$ cat config.mk
export PLATFORM = sky130hd
export DESIGN_NAME = xlat_walker
export DESIGN_NICKNAME = d
export VERILOG_FILES = /design/src/rtl/xlat_pkg.sv /design/src/rtl/xlat_l1_dec.sv /design/src/rtl/xlat_l2_dec.sv /design/src/rtl/xlat_walker.sv
export SDC_FILE = /design/constraint.sdc
export NUM_CORES = 1
export LEC_CHECK = 0
export ABC_AREA = 1
export BUFFER_PORTS_ARGS = -buffer_cell sky130_fd_sc_hd__buf_4
export CORE_MARGIN = 10
export CORE_UTILIZATION = 35
export CTS_CLUSTER_DIAMETER = 30
export DETAILED_ROUTE_END_ITERATION = 10
export GPL_ROUTABILITY_DRIVEN = 1
export PLACE_DENSITY = 0.61
export SYNTH_ARGS = -nofsm -noshare
export SYNTH_HDL_FRONTEND = slang
export SYNTH_SLANG_ARGS = --single-unit
$ cat constraint.sdc
create_clock -name clk -period 4.94 [get_ports clk]
set_clock_uncertainty 0.2 [all_clocks]
set_input_delay 0.494 -clock clk [delete_from_list [all_inputs] [get_ports clk]]
set_output_delay 0.494 -clock clk [all_outputs]
set_load 0.005 [all_outputs]
$ cat src/rtl/xlat_pkg.sv
package xlat_pkg;
  localparam int WORD_W = 32;
  localparam int DOM_W  = 4;
  localparam int CB_W   = 2;
  localparam int AP_W   = 8;
  localparam int OFS_W  = 20;

  typedef enum logic [2:0] {
    KIND_SECTION = 3'd0,
    KIND_LARGE   = 3'd1,
    KIND_SMALL   = 3'd2,
    KIND_TINY    = 3'd3,
    KIND_BAD     = 3'd7
  } page_kind_e;

  typedef struct packed {
    logic [WORD_W-1:0] pa;
    page_kind_e        kind;
    logic [DOM_W-1:0]  dom;
    logic [CB_W-1:0]   cb;
    logic [AP_W-1:0]   ap;
    logic              fault;
  } xlat_res_t;

  function automatic xlat_res_t fault_res();
    xlat_res_t r;
    r       = '0;
    r.kind  = KIND_BAD;
    r.fault = 1'b1;
    return r;
  endfunction

  function automatic xlat_res_t idle_res();
    xlat_res_t r;
    r      = '0;
    r.kind = KIND_BAD;
    return r;
  endfunction
endpackage

$ cat src/rtl/xlat_l1_dec.sv
module xlat_l1_dec
  import xlat_pkg::*;
(
  input  logic [WORD_W-1:0] desc,
  input  logic [OFS_W-1:0]  va_lo,
  input  logic              tiny_en,
  output logic              is_fault,
  output logic              is_leaf,
  output logic [WORD_W-1:0] next_addr,
  output logic [DOM_W-1:0]  dom,
  output xlat_res_t         leaf_res
);
  logic unused_bits;
  assign unused_bits = ^{desc[9], desc[4]};

  assign dom = desc[8:5];

  always_comb begin
    is_fault  = 1'b0;
    is_leaf   = 1'b0;
    next_addr = '0;
    unique case (desc[1:0])
      2'b00: is_fault = 1'b1;
      2'b10: is_leaf  = 1'b1;
      2'b01: next_addr = {desc[31:10], va_lo[19:12], 2'b00};
      2'b11: begin
        is_fault  = !tiny_en;
        next_addr = {desc[31:12], va_lo[19:10], 2'b00};
      end
    endcase
  end

  always_comb begin
    leaf_res       = '0;
    leaf_res.pa    = {desc[31:20], va_lo};
    leaf_res.kind  = KIND_SECTION;
    leaf_res.dom   = desc[8:5];
    leaf_res.cb    = desc[3:2];
    leaf_res.ap    = {{(AP_W-2){1'b0}}, desc[11:10]};
    leaf_res.fault = 1'b0;
  end
endmodule

$ cat src/rtl/xlat_l2_dec.sv
module xlat_l2_dec
  import xlat_pkg::*;
(
  input  logic [WORD_W-1:0] desc,
  input  logic [OFS_W-1:0]  va_lo,
  input  logic [DOM_W-1:0]  dom,
  output xlat_res_t         res
);
  always_comb begin
    res       = '0;
    res.dom   = dom;
    res.cb    = desc[3:2];
    res.fault = 1'b0;
    unique case (desc[1:0])
      2'b00: res = fault_res();
      2'b01: begin
        res.kind = KIND_LARGE;
        res.ap   = desc[11:4];
        res.pa   = {desc[31:16], va_lo[15:0]};
      end
      2'b10: begin
        res.kind = KIND_SMALL;
        res.ap   = desc[11:4];
        res.pa   = {desc[31:12], va_lo[11:0]};
      end
      2'b11: begin
        res.kind = KIND_TINY;
        res.ap   = {{(AP_W-2){1'b0}}, desc[5:4]};
        res.pa   = {desc[31:10], va_lo[9:0]};
      end
    endcase
  end
endmodule

$ cat src/rtl/xlat_walker.sv
module xlat_walker
  import xlat_pkg::*;
(
  input  logic              clk,
  input  logic              rst_n,
  input  logic              req_valid,
  output logic              req_ready,
  input  logic [WORD_W-1:0] req_vaddr,
  input  logic [WORD_W-1:0] tbase,
  input  logic              tiny_en,
  output logic              mem_req_valid,
  input  logic              mem_req_ready,
  output logic [WORD_W-1:0] mem_req_addr,
  input  logic              mem_rsp_valid,
  input  logic [WORD_W-1:0] mem_rsp_data,
  output logic              done,
  output logic [WORD_W-1:0] phys_addr,
  output logic [2:0]        page_kind,
  output logic [DOM_W-1:0]  domain,
  output logic [CB_W-1:0]   cb,
  output logic [AP_W-1:0]   ap,
  output logic              fault
);
  localparam int TB_LO = 14;

  typedef enum logic [2:0] {
    S_IDLE, S_L1_REQ, S_L1_WAIT, S_L2_REQ, S_L2_WAIT
  } walk_st_e;

  walk_st_e                state_q;
  logic [WORD_W-1:0]       va_q;
  logic [WORD_W-1:TB_LO]   tb_q;
  logic                    tiny_q;
  logic [WORD_W-1:0]       l1_q;
  xlat_res_t               res_q;
  logic                    done_q;

  logic [WORD_W-1:0]       l1_desc;
  logic                    l1_fault, l1_leaf;
  logic [WORD_W-1:0]       l2_addr;
  logic [DOM_W-1:0]        l1_dom;
  xlat_res_t               sec_res, l2_res;

  assign l1_desc = (state_q == S_L1_WAIT) ? mem_rsp_data : l1_q;

  xlat_l1_dec u_l1 (
    .desc(l1_desc), .va_lo(va_q[OFS_W-1:0]), .tiny_en(tiny_q),
    .is_fault(l1_fault), .is_leaf(l1_leaf), .next_addr(l2_addr),
    .dom(l1_dom), .leaf_res(sec_res)
  );

  xlat_l2_dec u_l2 (
    .desc(mem_rsp_data), .va_lo(va_q[OFS_W-1:0]), .dom(l1_dom), .res(l2_res)
  );

  assign req_ready     = (state_q == S_IDLE);
  assign mem_req_valid = (state_q == S_L1_REQ) || (state_q == S_L2_REQ);
  assign mem_req_addr  = (state_q == S_L2_REQ) ? l2_addr
                                               : {tb_q, va_q[31:20], 2'b00};

  always_ff @(posedge clk) begin
    if (!rst_n) begin
      state_q <= S_IDLE;
      va_q    <= '0;
      tb_q    <= '0;
      tiny_q  <= 1'b0;
      l1_q    <= '0;
      res_q   <= idle_res();
      done_q  <= 1'b0;
    end else begin
      done_q <= 1'b0;
      unique case (state_q)
        S_IDLE: if (req_valid) begin
          va_q    <= req_vaddr;
          tb_q    <= tbase[WORD_W-1:TB_LO];
          tiny_q  <= tiny_en;
          state_q <= S_L1_REQ;
        end
        S_L1_REQ: if (mem_req_ready) state_q <= S_L1_WAIT;
        S_L1_WAIT: if (mem_rsp_valid) begin
          l1_q <= mem_rsp_data;
          if (l1_fault) begin
            res_q   <= fault_res();
            done_q  <= 1'b1;
            state_q <= S_IDLE;
          end else if (l1_leaf) begin
            res_q   <= sec_res;
            done_q  <= 1'b1;
            state_q <= S_IDLE;
          end else begin
            state_q <= S_L2_REQ;
          end
        end
        S_L2_REQ: if (mem_req_ready) state_q <= S_L2_WAIT;
        S_L2_WAIT: if (mem_rsp_valid) begin
          res_q   <= l2_res;
          done_q  <= 1'b1;
          state_q <= S_IDLE;
        end
        default: state_q <= S_IDLE;
      endcase
    end
  end

  assign done      = done_q;
  assign phys_addr = res_q.pa;
  assign page_kind = res_q.kind;
  assign domain    = res_q.dom;
  assign cb        = res_q.cb;
  assign ap        = res_q.ap;
  assign fault     = res_q.fault;

  a_r13_req_hold: assert property (@(posedge clk) disable iff (!rst_n)
    (mem_req_valid && !mem_req_ready) |=> (mem_req_valid && $stable(mem_req_addr)));

  a_r12_done_pulse: assert property (@(posedge clk) disable iff (!rst_n)
    done |=> !done);

  a_r12_hold: assert property (@(posedge clk) disable iff (!rst_n)
    !done |-> ($stable(phys_addr) && $stable(page_kind) && $stable(ap)
               && $stable(cb) && $stable(domain) && $stable(fault)));

  a_r12_fault_kind: assert property (@(posedge clk) disable iff (!rst_n)
    done |-> (fault == (page_kind == 3'd7)));

  a_r11_tiny_ap: assert property (@(posedge clk) disable iff (!rst_n)
    (done && page_kind == 3'd3) |-> (ap[7:2] == 6'd0));

  a_r1_busy: assert property (@(posedge clk) disable iff (!rst_n)
    mem_req_valid |-> !req_ready);
endmodule

==> impl_metrics.py, run 1 <==
metrics = {
    "layout": {
        "final_layout_size_suffix_gt1_share_pct": 20.0,
        "layout.nets": 1227,
        "post_route_cell_area_sq_um": 8310,
        "post_layout_nonfiller_instances": 1359,
        "synthToLayoutAreaGrowth_pct": 29.8,
        "layout_filler_cell_count": 1925,
        "antenna_cells_inserted": 0,
        "final_cell_utilization_of_the_core_pct": 46.3,
    },
    "global_routing": {
        "grt_max_degree": 84,
        "antenna_found_initial": 0,
        "groute.usage.overall_pct": 16.1,
        "global_route_wire_length_before_repair_um": 31400,
        "globalRoute.totalOverflow": 0,
        "first_global_vias": 5889,
    },
    "detailed_routing": {
        "firstDrtPassIters": 5,
        "via_per_inst": 4.61,
        "routed_wirelength_um": 19900,
        "remaining_drc_errors": 0,
        "ant_nets": 0,
        "wl_per_cell_um": 14.7,
        "drt_iter0_markers": 392,
        "via_count": 6271,
    },
    "synth": {
        "synth_async_sr_flop_share_pct": 0,
        "synthesis.area_per_instance_sq_um": 6.55,
        "yosys_warning_count": 0,
        "synth_cell_types": 26,
        "post-synth-top-area-cell": "dfxtp_1",
        "netlist_area_sq_um": 6400,
        "synth_top_area_share_pct": 42.2,
        "synth.cells.most_frequent": "280 x nand2_1, 146 x nor2_1, 135 x dfxtp_1, 109 x o21ai_0, 96 x inv_1",
        "netlist_instances": 978,
        "synth_flop_cell": "dfxtp_1",
        "synth_edf_count": 0,
        "synth_top_cells_by_area": "dfxtp_1 42%, nand2_1 16%, nor2_1 8.6%, o21ai_0 8.5%, inv_1 5.6%",
        "synth.yosys.seq_area_share_pct": 42.2,
        "ys_ff_latch": 135,
        "post-synth-top-count-cell": "nand2_1",
    },
    "setup_path": {
        "critical_path_origin": "state_q[2]$_SDFFE_PN0P_",
        "cp-start-kind": "flip-flop",
        "reg2reg_slack_ns": 0.94,
        "worstPathCellList": "inv_2, nand3_1, buf_4, nand2_1, o21ai_0, inv_1, ha_1, clkinv_1, a21oi_1, buf_4, o211ai_1, o21ai_0, buf_4",
        "slowest_stage": "nand3_1",
        "critical_path_class": "flip-flop to output port",
        "worst_ep_required_time_ns": 4.25,
        "critPathMostFrequentCell": "buf_4",
        "critical_path.reg2reg.startpoint": "state_q[2]$_SDFFE_PN0P_",
        "cp_max_fo": 20,
        "critPathCaptureType": "output port",
        "critical_path.endpoint": "mem_req_addr[19]",
        "worst_r2r_endpoint": "phys_addr[2]$_SDFFE_PN0P_",
        "critPathMaxStageDelay_ns": 0.53,
        "timing.critical_path.arrival_ns": 3.61,
        "r2r_cells": 14,
    },
    "die": {
        "design.die.area_sq_um": 24100,
        "die_boundary_height_um": 155,
        "io-pin-count": 187,
        "core_sq_um": 18000,
        "start_util_pct": 35.6,
        "core.rowCount": 49,
        "die_w_um": 155,
    },
    "sta": {
        "relative_slew_slack_pct": 45.9,
        "setup_viol_count_final": 0,
        "drv_slew": 0,
        "min_period_ns": 4.30,
        "max_freq_mhz": 233,
        "timing.hold.ws_ns": 0.141,
        "setup_total_negative_slack_ns": 0,
        "post-route-worst-setup-slack_ns": 0.641,
        "finalHoldViolCount": 0,
        "rsz0062_at_grt": "no",
        "worst_pin_slew_ns": 0.809,
        "final.period_utilization_pct": 87.0,
    },
    "power_and_ir_drop": {
        "power.clock.fraction_pct": 34.7,
        "report.power.total_mw": 3.56,
        "ir_worst_vdd_v": 0.000288,
        "power_per_cell_area_nw_per_um2": 428,
        "cell_internal_pwr_mw": 2.36,
        "netSwitchingFraction_pct": 33.7,
        "sequentialPowerShare_pct": 37.0,
        "share_comb_of_total_power_pct": 28.3,
        "power.switching_mw": 1.20,
        "static-leakage-power_nw": 3.92,
    },
    "clocking": {
        "post-cts-setup-buffers": 0,
        "clock_sinks": 135,
        "cts.repair.resized": 0,
        "number_of_buffers_inserted_during_clock_tree_synthesis": 17,
        "cts_tree": "yes",
        "cts.path.max_buffers": 2,
        "worstSkewPairLatency_ns": 0.42,
        "clkSlewWorstSetupHoldPaths_ns": 0.06,
        "post_cts_hold_buffer_count": 0,
        "clock-root-buffer": "clkbuf_16",
        "htree_num_levels": 4,
    },
    "worst_hold_path": {
        "worstHoldPathCells": 3,
        "worst_hold_path_type": "input pin to flip-flop",
    },
    "place": {
        "portBuffers": 170,
        "placed_cells_incl_taps": 1327,
        "dp_hpwl_um": 14500,
        "globalplace.congestion": 0.846,
        "postPlaceCellArea_sq_um": 7730,
        "dpl_worst_slack_ns": 0.943,
    },
    "status": {
        "status": "complete, no violations",
    },
    "flow_run": {
        "timing.max_cap.violations": 0,
    },
}
flip-flops by register name (all words and copies together) (netlist names):
register,flops
phys_addr,32
fault,1
tiny_q,1
va_q,32
page_kind,3
cb,2
done,1
l1_q,30
ap,8
tb_q,18
state_q,3
domain,4
power by group through the flow:
stage                     clock network (mW)  logic [mW]  registers [mW]
after floorplan                            0       0.627            1.33
after global placement                     0        1.01            1.34
after detailed placement                   0        1.01            1.34
after CTS                               1.26        1.02            1.32
after global routing                    1.31        1.15            1.34
final                                   1.23        1.01            1.32
placed cells by master (no fill, tap or decap):
cell type,n
nand3_2,1
o21ai_1,7
clkbuf_16,17
clkbuf_8,2
nand3_1,33
o22ai_1,10
nand3b_1,2
o21ai_0,109
bufinv_16,1
inv_2,5
clkinv_4,3
clkinv_2,2
nor2_2,2
dfxtp_1,135
nor2_4,2
inv_1,96
conb_1,2
o211ai_1,8
nand2_2,5
nor2_1,146
ha_1,8
or2_2,1
buf_4,178
clkinvlp_4,4
a211oi_1,6
a21oi_1,63
nand2_1,278
inv_6,3
clkinv_1,1
logic make-up after synthesis:
| logic type | count (synthesis) | synth area share (%) |
|---|---|---|
| compound gates | 203 | 16.6 |
| fa+ha+maj | 8 | 1.56 |
| buf+inv | 161 | 10.7 |
| flops | 135 | 42.2 |
| simple gates | 470 | 28.9 |
| other cells | 1 | 0.0586 |
area by class of cell:
type	count	area, sq um	share of cell area [%]
multi-input cells	683	3030	36.4
clock buffers	19	453	5.45
repair buffers	178	1340	16.1
flip-flops and latches	135	2700	32.5
inverters	102	383	4.61
clock inverters	13	123	1.48
well taps	229	287	3.45
worst min path at each step:
stage	slack, ns	startpoint	to
finish	0.14	mem_rsp_data[12]	l1_q[12]$_SDFFE_PN0P_
global placement	0.23	tb_q[16]$_SDFFE_PN0P_	tb_q[16]$_SDFFE_PN0P_
CTS	0.12	mem_rsp_data[12]	l1_q[12]$_SDFFE_PN0P_
global route	0.14	req_vaddr[25]	va_q[25]$_SDFFE_PN0P_
detailed placement	0.24	va_q[25]$_SDFFE_PN0P_	va_q[25]$_SDFFE_PN0P_
floorplan	0.22	tb_q[23]$_SDFFE_PN0P_	tb_q[23]$_SDFFE_PN0P_
layer usage:
| layer | vias to the layer above | part of all wire (%) | global-route usage, % |
|---|---|---|---|
| met1 | 2752 | 49 | 22.0 |
| met3 | 14 | 6.7 | 4.88 |
| li1 | 3344 | - | - |
| met4 | 0 | 0.96 | 4.72 |
| met2 | 161 | 43 | 23.9 |
| met5 | - | 0 | 0 |
worst max-delay path, delay by kind of cell (launching register included):
family,cells,cell delay (ns)
AO/OA/AOI/OAI,4,0.71
adder cells (fa/ha/maj),1,0.20
buffers and inverters,6,1.31
flip-flops,1,0.36
AND/OR/NAND/NOR,2,0.60
Power figures use the tool's default switching activity.
==> inputs of run 2 (changes only) <==
- PLACE_DENSITY: 0.61 -> 0.7
==> impl_metrics.py, run 2 (same netlist as run 1, synthesis figures left out) <==
metrics = {
    "status": {
        "status": "complete, no violations",
    },
    "clocking": {
        "clkSlewWorstSetupHoldPaths_ns": 0.06,
        "clock-root-buffer": "clkbuf_16",
        "cts.path.max_buffers": 2,
        "post_cts_hold_buffer_count": 0,
        "clock_sinks": 135,
        "cts_tree": "yes",
        "htree_num_levels": 4,
        "post-cts-setup-buffers": 0,
        "worstSkewPairLatency_ns": 0.41,
        "cts.repair.resized": 0,
        "number_of_buffers_inserted_during_clock_tree_synthesis": 17,
    },
    "global_routing": {
        "antenna_found_initial": 0,
        "global_route_wire_length_before_repair_um": 31100,
        "globalRoute.totalOverflow": 0,
        "groute.usage.overall_pct": 15.9,
        "first_global_vias": 5854,
        "grt_max_degree": 86,
    },
    "sta": {
        "drv_slew": 0,
        "timing.hold.ws_ns": 0.146,
        "max_freq_mhz": 238,
        "min_period_ns": 4.20,
        "relative_slew_slack_pct": 42.1,
        "worst_pin_slew_ns": 0.862,
        "finalHoldViolCount": 0,
        "rsz0062_at_grt": "no",
        "setup_total_negative_slack_ns": 0,
        "setup_viol_count_final": 0,
        "final.period_utilization_pct": 85.0,
        "post-route-worst-setup-slack_ns": 0.739,
    },
    "worst_hold_path": {
        "critical_hold_path_startpoint": "mem_rsp_data[5]",
        "worst_hold_path_type": "input pin to flip-flop",
        "worstHoldPathCells": 3,
    },
    "die": {
        "die_boundary_height_um": 155,
        "core_sq_um": 18000,
        "start_util_pct": 35.6,
        "design.die.area_sq_um": 24100,
        "core.rowCount": 49,
        "io-pin-count": 187,
        "die_w_um": 155,
    },
    "setup_path": {
        "timing.critical_path.arrival_ns": 3.51,
        "critical_path.reg2reg.startpoint": "state_q[1]$_SDFFE_PN0P_",
        "r2r_cells": 15,
        "cp_max_fo": 29,
        "cp-start-kind": "flip-flop",
        "critical_path_class": "flip-flop to output port",
        "critPathCaptureType": "output port",
        "worst_ep_required_time_ns": 4.25,
        "critical_path_origin": "state_q[1]$_SDFFE_PN0P_",
    },
    "power_and_ir_drop": {
        "static-leakage-power_nw": 3.94,
        "ir_worst_vdd_v": 0.000250,
        "power_per_cell_area_nw_per_um2": 435,
    },
    "place": {
        "dpl_worst_slack_ns": 1.12,
        "portBuffers": 170,
        "globalplace.congestion": 0.812,
        "placed_cells_incl_taps": 1326,
        "postPlaceCellArea_sq_um": 7730,
        "dp_hpwl_um": 14500,
    },
    "detailed_routing": {
        "wl_per_cell_um": 14.6,
        "remaining_drc_errors": 0,
        "drt_iter0_markers": 369,
        "via_count": 6383,
        "routed_wirelength_um": 19800,
        "firstDrtPassIters": 6,
        "ant_nets": 0,
        "via_per_inst": 4.70,
    },
    "layout": {
        "antenna_cells_inserted": 0,
        "layout.cells.most_common_list": "278 x nand2_1, 177 x buf_4, 146 x nor2_1",
        "layout.nets": 1226,
        "most_frequent_standard_cell_in_the_layout_excluding_fill_and_tap_cells": "nand2_1",
        "post_route_cell_area_sq_um": 8330,
        "synthToLayoutAreaGrowth_pct": 30.1,
        "post_layout_nonfiller_instances": 1358,
        "layout_filler_cell_count": 1828,
        "final_layout_size_suffix_gt1_share_pct": 19.8,
    },
    "flow_run": {
        "timing.max_cap.violations": 0,
    },
}
run 2: cell type report:
| class | instances | area, sq um | share of cell area, % |
|---|---|---|---|
| timing repair buffer | 177 | 1330 | 15.9 |
| sequential | 135 | 2700 | 32.4 |
| clock inverter | 12 | 151 | 1.82 |
| tap | 229 | 287 | 3.44 |
| multi-input combinational | 683 | 3030 | 36.3 |
| clock buffer | 20 | 457 | 5.48 |
| inverter | 102 | 383 | 4.59 |
run 2: final timing paths:
| check | slack, ns | endpoint |
|---|---|---|
| worst max-delay path | 0.74 | mem_req_addr[21] |
| worst min-delay path | 0.15 | l1_q[5]$_SDFFE_PN0P_ |
| worst max register to register | 1.25 | phys_addr[18]$_SDFFE_PN0P_ |
| worst min register to register | 0.25 | tb_q[19]$_SDFFE_PN0P_ |
run 2: worst max-delay path: stages (launching register included):
cell,delay (ns)
dfxtp_1,0.41
nand3_1,0.10
buf_4,0.23
o21ai_1,0.71
buf_4,0.31
ha_1,0.22
clkinv_1,0.22
a21oi_1,0.21
buf_4,0.25
nand3_1,0.11
o21ai_0,0.15
buf_4,0.16
run 2: routing by layer:
layer / up-vias / track usage [%] / wire [um]
met3: 18 / 5.60 / 1560
met4: 0 / 5.08 / 263
met2: 174 / 24.1 / 8900
li1: 3345 / - / -
met5: - / 0 / 0
met1: 2846 / 20.6 / 9090
run 2: per-stage QoR:
stage | power, mW | util, %
finish | 3.62 | 46.4
global route | 3.85 | 46.4
CTS | 3.66 | 46.4
detailed placement | 2.35 | 43.0
global placement | 2.34 | 43.0
floorplan | 1.96 | -
run 2: power breakdown:
group | internal [mW] | switching, mW | leakage [nW]
Sequential | 1.25 | 0.0699 | 1.10
Combinational | 0.383 | 0.622 | 2.54
Clock | 0.819 | 0.481 | 0.296
Total | 2.45 | 1.17 | 3.94
==> inputs of run 3 (changes only) <==
- CORE_MARGIN: 10 -> 5
==> impl_metrics.py, run 3 (same netlist as run 1, synthesis figures left out) <==
metrics = {
    "sta": {
        "final.period_utilization_pct": 84.6,
        "setup_total_negative_slack_ns": 0,
        "max_freq_mhz": 239,
        "finalHoldViolCount": 0,
        "relative_slew_slack_pct": 46.9,
        "timing.hold.ws_ns": 0.152,
        "setup_viol_count_final": 0,
        "min_period_ns": 4.18,
        "drv_slew": 0,
        "rsz0062_at_grt": "no",
        "worst_pin_slew_ns": 0.795,
    },
    "clocking": {
        "cts.path.max_buffers": 2,
        "cts.repair.resized": 0,
        "clkSlewWorstSetupHoldPaths_ns": 0.06,
        "cts_tree": "yes",
        "post_cts_hold_buffer_count": 0,
        "clock-root-buffer": "clkbuf_16",
        "post-cts-setup-buffers": 0,
        "clock_sinks": 135,
        "number_of_buffers_inserted_during_clock_tree_synthesis": 17,
        "worstSkewPairLatency_ns": 0.42,
        "htree_num_levels": 4,
    },
    "setup_path": {
        "critical_path_class": "flip-flop to output port",
        "worst_r2r_endpoint": "phys_addr[19]$_SDFFE_PN0P_",
        "worst_ep_required_time_ns": 4.25,
        "critical_path.endpoint": "mem_req_addr[18]",
        "cp_max_fo": 20,
        "slowest_stage": "o21ai_2",
        "critPathCaptureType": "output port",
        "reg2reg_slack_ns": 1.23,
        "critical_path.reg2reg.startpoint": "state_q[1]$_SDFFE_PN0P_",
        "r2r_cells": 13,
        "worstPathCellList": "nand3_1, o21ai_2, ha_1, clkinv_1, a21oi_1, buf_4, o211ai_1, o21ai_0, buf_4",
        "critPathMaxStageDelay_ns": 0.69,
        "timing.critical_path.arrival_ns": 3.48,
        "critical_path_origin": "state_q[1]$_SDFFE_PN0P_",
        "cp-start-kind": "flip-flop",
        "critPathMostFrequentCell": "buf_4",
    },
    "global_routing": {
        "globalRoute.totalOverflow": 0,
        "first_global_vias": 5908,
        "groute.usage.overall_pct": 17.6,
        "antenna_found_initial": 0,
        "global_route_wire_length_before_repair_um": 30500,
        "grt_max_degree": 81,
    },
    "layout": {
        "antenna_cells_inserted": 0,
        "final_layout_size_suffix_gt1_share_pct": 20.0,
        "synthToLayoutAreaGrowth_pct": 30.9,
        "layout.cells.most_common_list": "278 x nand2_1, 177 x buf_4, 146 x nor2_1",
        "most_frequent_standard_cell_in_the_layout_excluding_fill_and_tap_cells": "nand2_1",
        "layout.nets": 1226,
        "final_cell_utilization_of_the_core_pct": 46.7,
        "layout_filler_cell_count": 1897,
        "post_layout_nonfiller_instances": 1358,
    },
    "power_and_ir_drop": {
        "power_per_cell_area_nw_per_um2": 443,
        "static-leakage-power_nw": 3.96,
        "report.power.total_mw": 3.72,
        "ir_worst_vdd_v": 0.000244,
    },
    "die": {
        "design.die.area_sq_um": 21100,
        "start_util_pct": 35.6,
        "die_w_um": 145,
        "core.rowCount": 49,
        "die_boundary_height_um": 145,
        "io-pin-count": 187,
        "core_sq_um": 18000,
    },
    "detailed_routing": {
        "remaining_drc_errors": 0,
        "via_per_inst": 4.68,
        "firstDrtPassIters": 5,
        "via_count": 6359,
        "drt_iter0_markers": 460,
        "routed_wirelength_um": 19000,
        "wl_per_cell_um": 14.0,
        "ant_nets": 0,
    },
    "place": {
        "dp_hpwl_um": 13600,
        "placed_cells_incl_taps": 1326,
        "globalplace.congestion": 0.837,
        "portBuffers": 170,
    },
    "flow_run": {
        "timing.max_cap.violations": 0,
    },
    "worst_hold_path": {
        "worst_hold_path_type": "input pin to flip-flop",
    },
    "status": {
        "status": "complete, no violations",
    },
}
-- run 3: changes by cell type in the layout (fill, tap and decap cells not counted), sizes merged --
cell / previous run / this run
bufinv: 3 / 5
clkbuf: 20 / 17
inv: 101 / 102
-- run 3: power by group --
group          total [mW]  switching, mW  internal (mW)
sequential           1.32         0.0705           1.25
combinational        1.00          0.618          0.383
clock                1.40          0.498          0.899
-- run 3: worst min path at each step --
| stage | start | endpoint | slack (ns) | cells past startpoint |
|---|---|---|---|---|
| floorplan | tb_q[23]$_SDFFE_PN0P_ | tb_q[23]$_SDFFE_PN0P_ | 0.22 | 2 |
| global placement | va_q[30]$_SDFFE_PN0P_ | va_q[30]$_SDFFE_PN0P_ | 0.23 | 2 |
| detailed placement | tb_q[15]$_SDFFE_PN0P_ | tb_q[15]$_SDFFE_PN0P_ | 0.24 | 2 |
| CTS | mem_rsp_data[5] | l1_q[5]$_SDFFE_PN0P_ | 0.13 | 3 |
| global route | req_vaddr[3] | va_q[3]$_SDFFE_PN0P_ | 0.15 | 3 |
| finish | mem_rsp_data[12] | l1_q[12]$_SDFFE_PN0P_ | 0.15 | 3 |
-- run 3: metal layers --
layer	track usage, %	vias to the layer above	wire length [um]
met5	0	-	0
met4	5.36	0	259
met3	4.37	17	1240
met2	27.0	186	8480
met1	24.5	2817	9000
li1	-	3339	-
-- run 3: critical path: cells and delay by family, from the launching register on --
| family | cells | cell delay (ns) |
|---|---|---|
| fa+ha+maj | 1 | 0.31 |
| simple gates | 1 | 0.50 |
| compound gates | 4 | 1.18 |
| buf+inv | 3 | 0.64 |
| flops | 1 | 0.41 |
-- run 3: stage by stage --
step / instance area [sq um] / worst slack [ns]
after floorplan: 6410 / 2.22
after CTS: 8380 / 0.443
after global routing: 8380 / 0.294
final: 8380 / 0.761
after global placement: 7730 / 0.889
after detailed placement: 7730 / 0.898
-- run 3: layout make-up --
class,instances,area [sq um],share of cell area [%]
clock inverter,15,228,2.72
timing repair buffer,177,1330,15.9
inverter,102,383,4.57
multi-input combinational,683,3030,36.1
clock buffer,17,425,5.07
tap,229,287,3.42
sequential,135,2700,32.2
